[src/rtl/xbar_pkg.sv]
package xbar_pkg;

  // Isolate the lowest set bit of a request vector (at most 32 requesters).
  function automatic logic [31:0] lowest_set(input logic [31:0] req);
    return req & (~req + 32'd1);
  endfunction

endpackage

[src/rtl/xbar_decode.sv]
module xbar_decode #(
  parameter int AW = 16,
  parameter int M  = 4
) (
  input  logic [AW-1:0]        addr,
  output logic [$clog2(M)-1:0] sel,
  output logic [M-1:0]         hit,
  output logic [AW-$clog2(M)-1:0] word
);
  localparam int MW  = $clog2(M);
  localparam int WAW = AW - MW;

  always_comb begin
    sel  = addr[AW-1 -: MW];
    word = addr[WAW-1:0];
    hit  = '0;
    hit[sel] = 1'b1;
  end
endmodule

[src/rtl/xbar_arbiter.sv]
module xbar_arbiter #(
  parameter int P = 4
) (
  input  logic                 clk,
  input  logic                 rst_n,
  input  logic [P-1:0]         want,
  output logic [P-1:0]         gnt,
  output logic [$clog2(P)-1:0] idx,
  output logic                 any
);
  localparam int PW = $clog2(P);

  always_comb begin
    gnt = P'(xbar_pkg::lowest_set(32'(want)));
    any = |want;
    idx = '0;
    for (int i = 0; i < P; i++)
      if (gnt[i]) idx = PW'(i);
  end

  // never more than one winner per module
  p_single_winner_r2: assert property (@(posedge clk) disable iff (!rst_n)
    $onehot0(gnt));
  // processor 0 always wins when it asks
  p_top_priority_r2: assert property (@(posedge clk) disable iff (!rst_n)
    want[0] |-> gnt[0]);
  // a grant only goes to a requester
  p_grant_in_want_r3: assert property (@(posedge clk) disable iff (!rst_n)
    (gnt & ~want) == '0);
endmodule

[src/rtl/xbar_return.sv]
module xbar_return #(
  parameter int M  = 4,
  parameter int DW = 32
) (
  input  logic                 clk,
  input  logic                 rst_n,
  input  logic                 rd_fire,
  input  logic [$clog2(M)-1:0] rd_sel,
  input  logic [M*DW-1:0]      mem_rdata,
  output logic                 rsp_valid,
  output logic [DW-1:0]        rsp_data
);
  localparam int MW = $clog2(M);

  logic          pend_q;
  logic [MW-1:0] sel_q;

  always_ff @(posedge clk) begin
    if (!rst_n) begin
      pend_q <= 1'b0;
      sel_q  <= '0;
    end else begin
      pend_q <= rd_fire;
      if (rd_fire) sel_q <= rd_sel;
    end
  end

  assign rsp_valid = pend_q;
  assign rsp_data  = mem_rdata[sel_q*DW +: DW];

  // a granted read answers on the next cycle
  p_read_answers_r6: assert property (@(posedge clk) disable iff (!rst_n)
    rd_fire |=> rsp_valid);
  // no response without a granted read one cycle earlier
  p_no_stray_rsp_r7: assert property (@(posedge clk) disable iff (!rst_n)
    rsp_valid |-> $past(rd_fire));
endmodule

[src/rtl/proc_mem_xbar.sv]
module proc_mem_xbar #(
  parameter int P  = 4,
  parameter int M  = 4,
  parameter int AW = 16,
  parameter int DW = 32
) (
  input  logic                       clk,
  input  logic                       rst_n,
  input  logic [P-1:0]               req_valid,
  output logic [P-1:0]               req_ready,
  input  logic [P*AW-1:0]            req_addr,
  input  logic [P*DW-1:0]            req_wdata,
  input  logic [P-1:0]               req_we,
  output logic [M-1:0]               mem_valid,
  output logic [M-1:0]               mem_we,
  output logic [M*(AW-$clog2(M))-1:0] mem_addr,
  output logic [M*DW-1:0]            mem_wdata,
  input  logic [M*DW-1:0]            mem_rdata,
  output logic [P-1:0]               rsp_valid,
  output logic [P*DW-1:0]            rsp_data
);
  localparam int MW  = $clog2(M);
  localparam int PW  = $clog2(P);
  localparam int WAW = AW - MW;

  logic [MW-1:0]  sel  [P];
  logic [M-1:0]   hit  [P];
  logic [WAW-1:0] word [P];
  logic [P-1:0]   want [M];
  logic [P-1:0]   gnt  [M];
  logic [PW-1:0]  idx  [M];

  // Crosspoint row: each processor decodes its own target
  for (genvar p = 0; p < P; p++) begin : g_row
    xbar_decode #(.AW(AW), .M(M)) u_dec (
      .addr (req_addr[p*AW +: AW]),
      .sel  (sel[p]),
      .hit  (hit[p]),
      .word (word[p])
    );
  end

  // Crosspoint column: one arbiter and forward mux per module
  for (genvar m = 0; m < M; m++) begin : g_col
    always_comb
      for (int p = 0; p < P; p++)
        want[m][p] = req_valid[p] & hit[p][m];

    xbar_arbiter #(.P(P)) u_arb (
      .clk   (clk),
      .rst_n (rst_n),
      .want  (want[m]),
      .gnt   (gnt[m]),
      .idx   (idx[m]),
      .any   (mem_valid[m])
    );

    assign mem_addr[m*WAW +: WAW] = word[idx[m]];
    assign mem_wdata[m*DW +: DW]  = req_wdata[idx[m]*DW +: DW];
    assign mem_we[m]              = req_we[idx[m]];

    for (genvar p = 0; p < P; p++) begin : g_chk
      // a grant from module m only goes to a request addressed to m
      p_grant_target_r1: assert property (@(posedge clk) disable iff (!rst_n)
        gnt[m][p] |-> (req_valid[p] && req_addr[p*AW+AW-1 -: MW] == MW'(m)));
      // granted column carries that processor's word address
      p_fwd_addr_r5: assert property (@(posedge clk) disable iff (!rst_n)
        gnt[m][p] |-> (mem_valid[m] && mem_addr[m*WAW +: WAW] == req_addr[p*AW +: WAW]));
    end
  end

  // Processor side: ready gathering and read return path
  always_comb
    for (int p = 0; p < P; p++) begin
      req_ready[p] = 1'b0;
      for (int m = 0; m < M; m++)
        req_ready[p] = req_ready[p] | gnt[m][p];
    end

  for (genvar p = 0; p < P; p++) begin : g_ret
    xbar_return #(.M(M), .DW(DW)) u_ret (
      .clk       (clk),
      .rst_n     (rst_n),
      .rd_fire   (req_valid[p] & req_ready[p] & ~req_we[p]),
      .rd_sel    (sel[p]),
      .mem_rdata (mem_rdata),
      .rsp_valid (rsp_valid[p]),
      .rsp_data  (rsp_data[p*DW +: DW])
    );
  end
endmodule

[config.mk]
export PLATFORM = sky130hd
export DESIGN_NAME = proc_mem_xbar
export DESIGN_NICKNAME = d
export VERILOG_FILES = /design/src/rtl/xbar_pkg.sv /design/src/rtl/xbar_decode.sv /design/src/rtl/xbar_arbiter.sv /design/src/rtl/xbar_return.sv /design/src/rtl/proc_mem_xbar.sv
export SDC_FILE = /design/constraint.sdc
export NUM_CORES = 1
export LEC_CHECK = 0
export ABC_CLOCK_PERIOD_IN_PS = 2050
export CAP_MARGIN = 30
export CORE_AREA = 2 2 253 255
export CTS_CLUSTER_SIZE = 28
export DETAILED_ROUTE_END_ITERATION = 10
export DIE_AREA = 0 0 255 257
export PLACE_DENSITY_LB_ADDON = 0.2
export SETUP_SLACK_MARGIN = 0.5
export SYNTH_ARGS = -nofsm -noshare
export SYNTH_HDL_FRONTEND = slang
export SYNTH_SLANG_ARGS = --single-unit
[constraint.sdc]
create_clock -name clk -period 2.05 [get_ports clk]
set_input_delay 0.41 -clock clk [delete_from_list [all_inputs] [get_ports clk]]
set_output_delay 0.41 -clock clk [all_outputs]
set_load 0.03 [all_outputs]
; ---- After elaboration in Yosys (flattened, before gate mapping)
; Index checks and enable logic that the tools add are counted.
[op_classes]
order_cmp = 16
reduce_logical = 8
shift = 8
muxes = 40
addsub = 4
n_bitwise = 52
[op_table]
columns = cell, n
row1 = $shiftx A128 B8 Y32, 8
row2 = $bmux W14 S2, 4
row3 = $mux W14, 8
row4 = $and A1 B1 Y1, 24
row5 = $lt A2 B3 Y1 const B, 8
row6 = $add A4 B1 Y4 const B, 4
row7 = $and A4 B4 Y4, 4
row8 = $mux W2, 8
row9 = $not A4 Y4, 4
row10 = $reduce_or A4 Y1, 4
row11 = $ge A3 B3 Y1 const B, 4
row12 = $mux W1, 12
row13 = $not A2 Y3, 4
row14 = $or A1 B1 Y1, 12
row15 = $bmux W1 S2, 4
row16 = $demux W1 S2, 4
row17 = $ge A2 B1 Y1 const B, 4
row18 = $logic_and A1 B1 Y1, 4
row19 = $not A1 Y1, 4
[word_totals]
reg_bits = 12
word_cells = 136
input_bits = 330

; ---- Logic depth before layout (Yosys ltp)
; Gate-level depths: netlist of run 1.
[logic_depth]
word_depth = 15
depth_mapped = 8
depth_no_buf = 4

; ---- Hierarchy
; From an unflattened synthesis of run 1, not the netlist that was laid out.
[hier_totals]
cells_unflattened = 568
hier_area_um2 = 9323.9
[by_module_without_submodules]
columns = module, instances, cells_per_inst, area_each_um2
row1 = proc_mem_xbar, 1, 252, 4809.6
row2 = xbar_return, 4, 48, 920.9
row3 = xbar_decode, 4, 20, 146.4
row4 = xbar_arbiter, 4, 11, 61.3

; ---- Least setup slack after synthesis of run 1
; Ideal clock, no wire load.
[synth_timing]
kind = in2out
startpoint = in req_addr[31]
endpoint = out mem_wdata[12]
path_buffers = 4
path_slack_ps = -466
arrival_ps = 2106
t_required_ps = 1640
path_stages = 8
cell_sequence = buf_2 > or3b_1 > buf_2 > a31oi_1 > buf_4 > buf_4 > o22ai_1 > a21oi_1
[synth_via]
elab_chain_cells = 12
elab_cells_between_ends = 13
cone_classes = add/sub: 1 / order compare: 2 / shift: 1 / mux: 5 / bitwise: 3 / reduce/logical: 1
[synth_lines]
columns = element, line
row1 = start: declaration, proc_mem_xbar.sv:11  ; input logic [P*AW-1:0] req_addr,
row2 = $lt A2 B3 Y1 (implied by the code) or $ge A2 B1 Y1 (tied branches), xbar_decode.sv:17  ; hit[sel] = 1'b1;
row3 = $logic_and A1 B1 Y1 (implied by the code), xbar_decode.sv:17
row4 = $mux W1 (implied by the code), xbar_decode.sv:17
row5 = $demux W1 S2 (*), n/a
row6 = $and A1 B1 Y1 (*), proc_mem_xbar.sv:47  ; want[m][p] = req_valid[p] & hit[p][m];
row7 = $not A4 Y4, xbar_pkg.sv:5  ; return req & (~req + 32'd1);
row8 = $add A4 B1 Y4, xbar_pkg.sv:5
row9 = $and A4 B4 Y4 (*), xbar_pkg.sv:5
row10 = $mux W1, xbar_arbiter.sv:18  ; if (gnt[i]) idx = PW'(i);
row11 = $mux W2, xbar_arbiter.sv:18
row12 = $mux W2 (*), xbar_arbiter.sv:18
row13 = $shiftx A128 B8 Y32 (*), proc_mem_xbar.sv:59  ; assign mem_wdata[m*DW +: DW] = req_wdata[idx[m]*DW +: DW];
row14 = end: declaration, proc_mem_xbar.sv:17  ; output logic [M*DW-1:0] mem_wdata,
; Mark *: on every way between the ends. The rest lies on a longest branch, timed or not.

; ---- Worst setup path after layout of run 1
[layout_timing]
startpoint = in req_addr[47]
endpoint = out mem_wdata[30]
[layout_via]
elab_chain_cells = 11
elab_cells_between_ends = 12
cone_classes = add/sub: 1 / order compare: 2 / shift: 1 / mux: 4 / bitwise: 3 / reduce/logical: 1
[layout_lines]
columns = element, line
row1 = $lt A2 B3 Y1 (implied by the code) or $ge A2 B1 Y1 (tied branches), xbar_decode.sv:17
row2 = $logic_and A1 B1 Y1 (implied by the code), xbar_decode.sv:17
row3 = $mux W1 (implied by the code), xbar_decode.sv:17
row4 = $demux W1 S2 (*), n/a
row5 = $and A1 B1 Y1 (*), proc_mem_xbar.sv:47
row6 = $not A4 Y4, xbar_pkg.sv:5
row7 = $add A4 B1 Y4, xbar_pkg.sv:5
row8 = $and A4 B4 Y4 (*), xbar_pkg.sv:5
row9 = $mux W2, xbar_arbiter.sv:18
row10 = $mux W2 (*), xbar_arbiter.sv:18
row11 = $shiftx A128 B8 Y32 (*), proc_mem_xbar.sv:59
; Marked as above.

==> metrics.md, run 1 <==
| Metric | Value |
|---|---|
| Portion of the post-synthesis area used by sequential elements | 3.02% |
| Share of cells above drive strength 1 | 75.8% |
| TritonCTS clock tree | yes |
| Core outline area | 62700 um^2 |
| Antenna violations before repair | 13 |
| Overall power | between 9000 and 10000 uW |
| Die Width | 255 um |
| # placed instances | 2623 |
| Capturing point of the worst reg2reg path | g_ret[0].u_ret.sel_q[0] |
| Initial standard-cell utilization of the core | 12.7% |
| Y dimension of the die | 257 um |
| First-pass DRT Iterations | 5 |
| Switch share | 49.8% |
| HPWL after detailed placement | 62000 um |
| Critical R2R Launch | g_ret[0].u_ret.sel_q[0] |
| Failing checks | setup timing |
| Largest net degree at the start of global routing | 30 |
| Time the final worst path needs with I/O delays and setup | approximately 2.6 ns |
| Clock network fraction of total power | 4.2% |
| Area of the die | 65500 um^2 |
| Routability cong. | between 0.9 and 1 |
| Final #Nets | between 2000 and 2500 |
| Max IR drop VDD | 192 uV |
| Critical path capture point type | output port |
| Signed area change from the synthesized netlist to the final layout | 233% |
| Power density of the placed cells | 356 nW/um^2 |
| CTS hold repair buffers | 0 |
| Number of buffers inserted by port buffering | 657 |
| Antenna-violating nets left | 0 |
| Number of slew-limit violations in the final report | 0 |
| Cell at the root of the clock tree | clkbuf_16 |
| Setup repair after global routing missed its margin | yes |
| Worst R2R Setup Slack | 0.91 ns |
| Via count of the first global-routing pass | 14600 |
| Total of flip-flops plus latches after synthesis | 12 |
| Status | complete, but fails checks |
| Timing-limited maximum frequency | 0.391 GHz |
| TritonCTS Sinks | 12 |
| Maximum fanout count along the critical path | 6 |
| Number of violations of the max-capacitance limit | 0 |
| Number of instances in the synthesized netlist | 952 |
| Final number of hold-violating endpoints | 0 |
| Number of rows in the core area | 92 |
| Count of vias placed by the detailed router | 14100 |
| Longest Clk Path Bufs | 2 |
| Net load switching power | 4690 uW |
| Number of buffers inserted during clock tree synthesis | 3 |
| Wire length of the first global-routing pass | 109000 um |
| Capturing instance or port of the critical path | mem_wdata[30] |
| Category of the critical setup timing path | in -> out |
| Reg power frac | under 10% |
| H-tree level count | 1 |
| Post-Route Skew | 0 ns |
| Actual slew at the worst max-slew pin | ~0.64 ns |
| Vias/cell | 5.13 |
| GR Overflow Total | 0 |
| DRC violations left | 0 |
| Total routing resource utilization after global routing | 22.6% |
| Critical path launch point type | input pin |
| Average wire per cell in the routed design | 29.4 um |
| Standby leakage power | approximately 0.01 uW |
| P_int | 4720 uW |
| Mapped Nets | 1282 |
| Post-route insts no fill | 2751 |
| Setup tns final | -70.88 ns |
| Yosys warning count | 0 |
| Count of cell types in the netlist | 40 |
| Part of the total power dissipated in combinational logic | 93.1% |
| R2R cell count | 5 |
| Routed wire length | around 81000 um |
| Average cell area after synthesis | 8.36 um^2 |
| Setup violations, final | between 200 and 250 |
| Worst endpoint required time | 1.64 ns |
| Period utilization | 125% |
| I/O pins | 658 |
| Slew HR | 57.1% |
| CP Data Arrival Time | 2.15 ns |
| Critical Path Start | req_addr[47] |
| Worst Setup Slack, final | -0.507 ns |
| Clock Pin Slew Worst Setup and Hold Paths | roughly 0.04 ns |
| Summed instance area of the synthesized netlist | about 8000 um^2 |
| Class of the most critical hold timing path | reg -> reg |
| 1st-iter DRT viols | 723 |
| Insertion delay to the later sink of the worst-skew pair | approximately 0.24 ns |
[flip-flops by register name, summed over array words and instances, names as in the netlist]
name                   count
g_ret.u_ret.sel_q          8
g_ret.u_ret.rsp_valid      4
[cell usage after synthesis]
cell type / number / area (um^2)
o32ai_1: 1 / 8.76
and3_1: 3 / 18.8
xnor2_1: 2 / 17.5
o21ai_0: 1 / 5.00
nor2_1: 5 / 18.8
nor2b_1: 3 / 18.8
a21oi_1: 189 / 946
clkbuf_1: 74 / 278
o221ai_1: 2 / 17.5
nand2b_1: 3 / 18.8
a311oi_1: 1 / 8.76
nor3b_1: 3 / 22.5
buf_6: 6 / 67.6
nand2_1: 12 / 45.0
and3b_1: 4 / 35.0
nand4b_1: 1 / 8.76
mux4_2: 128 / 2880
or3b_2: 1 / 8.76
mux2i_1: 8 / 80.1
nand3b_1: 10 / 75.1
or3b_1: 3 / 26.3
clkbuf_2: 1 / 5.00
and4_1: 1 / 8.76
buf_2: 44 / 220
o41ai_2: 1 / 16.3
inv_1: 2 / 7.51
buf_4: 10 / 75.1
and2_1: 4 / 25.0
nor4_1: 2 / 12.5
o22ai_2: 30 / 375
buf_1: 18 / 67.6
nor4b_1: 1 / 8.76
or4_1: 1 / 7.51
xor2_1: 2 / 17.5
or3_1: 2 / 12.5
nand4_1: 4 / 25.0
dfxtp_1: 12 / 240
nand3_1: 8 / 40.0
a31oi_1: 5 / 31.3
o22ai_1: 344 / 2150
[critical path: stages]
cell,delay [ns]
buf_6,0.10
buf_8,0.13
or3b_4,0.41
a31oi_4,0.20
buf_12,0.15
buf_12,0.14
buf_12,0.11
buf_16,0.12
o22ai_4,0.07
a21oi_4,0.15
buf_12,0.14
[layout make-up]
cell class,instances,area (um^2)
Clock buffer,4,88.8
Antenna cell,5,12.5
Sequential cell,12,260
Tap cell,846,1060
Inverter,2,7.51
Fill cell,5875,36300
Timing Repair Buffer,1097,12800
Multi-Input combinational cell,785,12200
[per-stage QoR]
| stage | util (%) | worst slack, ns | instance area [um^2] | hold WS (ns) |
|---|---|---|---|---|
| 2_1_floorplan | - | -0.231 | 12600 | 0.549 |
| 3_3_place_gp | 35.3 | -0.963 | 22100 | 0.465 |
| 3_5_place_dp | 35.3 | -0.981 | 22100 | 0.474 |
| 4_1_cts | 37.4 | -0.528 | 23500 | 0.480 |
| 5_1_grt | 42.2 | -0.563 | 26500 | 0.496 |
| 6_report | 42.2 | -0.507 | 26500 | 0.478 |
[worst min path at each step]
| stage | start | to | slack (ns) | cells after the start |
|---|---|---|---|---|
| global route | g_ret[2].u_ret.sel_q[0] | g_ret[2].u_ret.sel_q[0] | 0.50 | 2 |
| detailed placement | g_ret[2].u_ret.sel_q[0] | g_ret[2].u_ret.sel_q[0] | 0.47 | 2 |
| CTS | g_ret[2].u_ret.sel_q[0] | g_ret[2].u_ret.sel_q[0] | 0.48 | 2 |
| global placement | g_ret[2].u_ret.sel_q[0] | g_ret[2].u_ret.sel_q[0] | 0.46 | 2 |
| floorplan | req_addr[62] | g_ret[3].u_ret.sel_q[0] | 0.55 | 2 |
| finish | g_ret[2].u_ret.sel_q[0] | g_ret[2].u_ret.sel_q[0] | 0.48 | 2 |
[power groups by stage]
stage / combinational (uW) / clock (uW) / sequential (uW)
after floorplan: 3990 / 0 / 250
after global placement: 7630 / 0 / 263
after detailed placement: 7650 / 0 / 263
after CTS: 8110 / 404 / 258
after global routing: 9070 / 420 / 257
final: 8760 / 395 / 256
[cell families (layout without fill, tap and decap cells)]
| family | after synthesis | after routing | share of synthesized area (%) |
|---|---|---|---|
| compound gates | 574 | 574 | 44.8 |
| xor+xnor | 4 | 4 | 0.440 |
| buf+inv | 155 | 1103 | 9.06 |
| flops | 12 | 12 | 3.02 |
| mux | 136 | 136 | 37.2 |
| other cells | 0 | 5 | 0 |
| simple gates | 71 | 71 | 5.49 |
[layer usage]
layer | track usage, % | up-vias | share of wire (%)
met2 | 41.2 | 662 | 51
met4 | 8.58 | 12 | 4.9
met3 | 4.75 | 147 | 6.8
met1 | 25.4 | 7204 | 37
li1 | - | 6085 | -
met5 | 0 | - | 0.090
[cell usage in the layout, fill, tap and decap left out, types with 6 or more instances in the layout]
master             n
a21oi_2           33
a21oi_4          155
buf_12           149
buf_16            10
buf_2             15
buf_4            270
buf_6            292
buf_8             21
clkbuf_16         16
clkdlybuf4s50_1  214
dlymetal6s2s_1   106
mux2i_1            8
mux4_2           128
nand2_1           11
nand3_4            6
nand3b_1          10
o22ai_1           80
o22ai_2          117
o22ai_4          177
[what timing repair did]
item / in CTS / in global routing
buffers inserted: 28 / 70
endpoints found under the setup margin: 340 / 339
resized for setup: 264 / 721
pin swaps: 43 / 90
gates cloned: 6 / 15
(Power assumes the default switching activity.)
==> inputs of run 2 (changes only) <==
Settings changed: GPL_TIMING_DRIVEN set to 1.
==> results of run 2 <==
No change in the layout: final DEF, timing and power equal those of run 1.
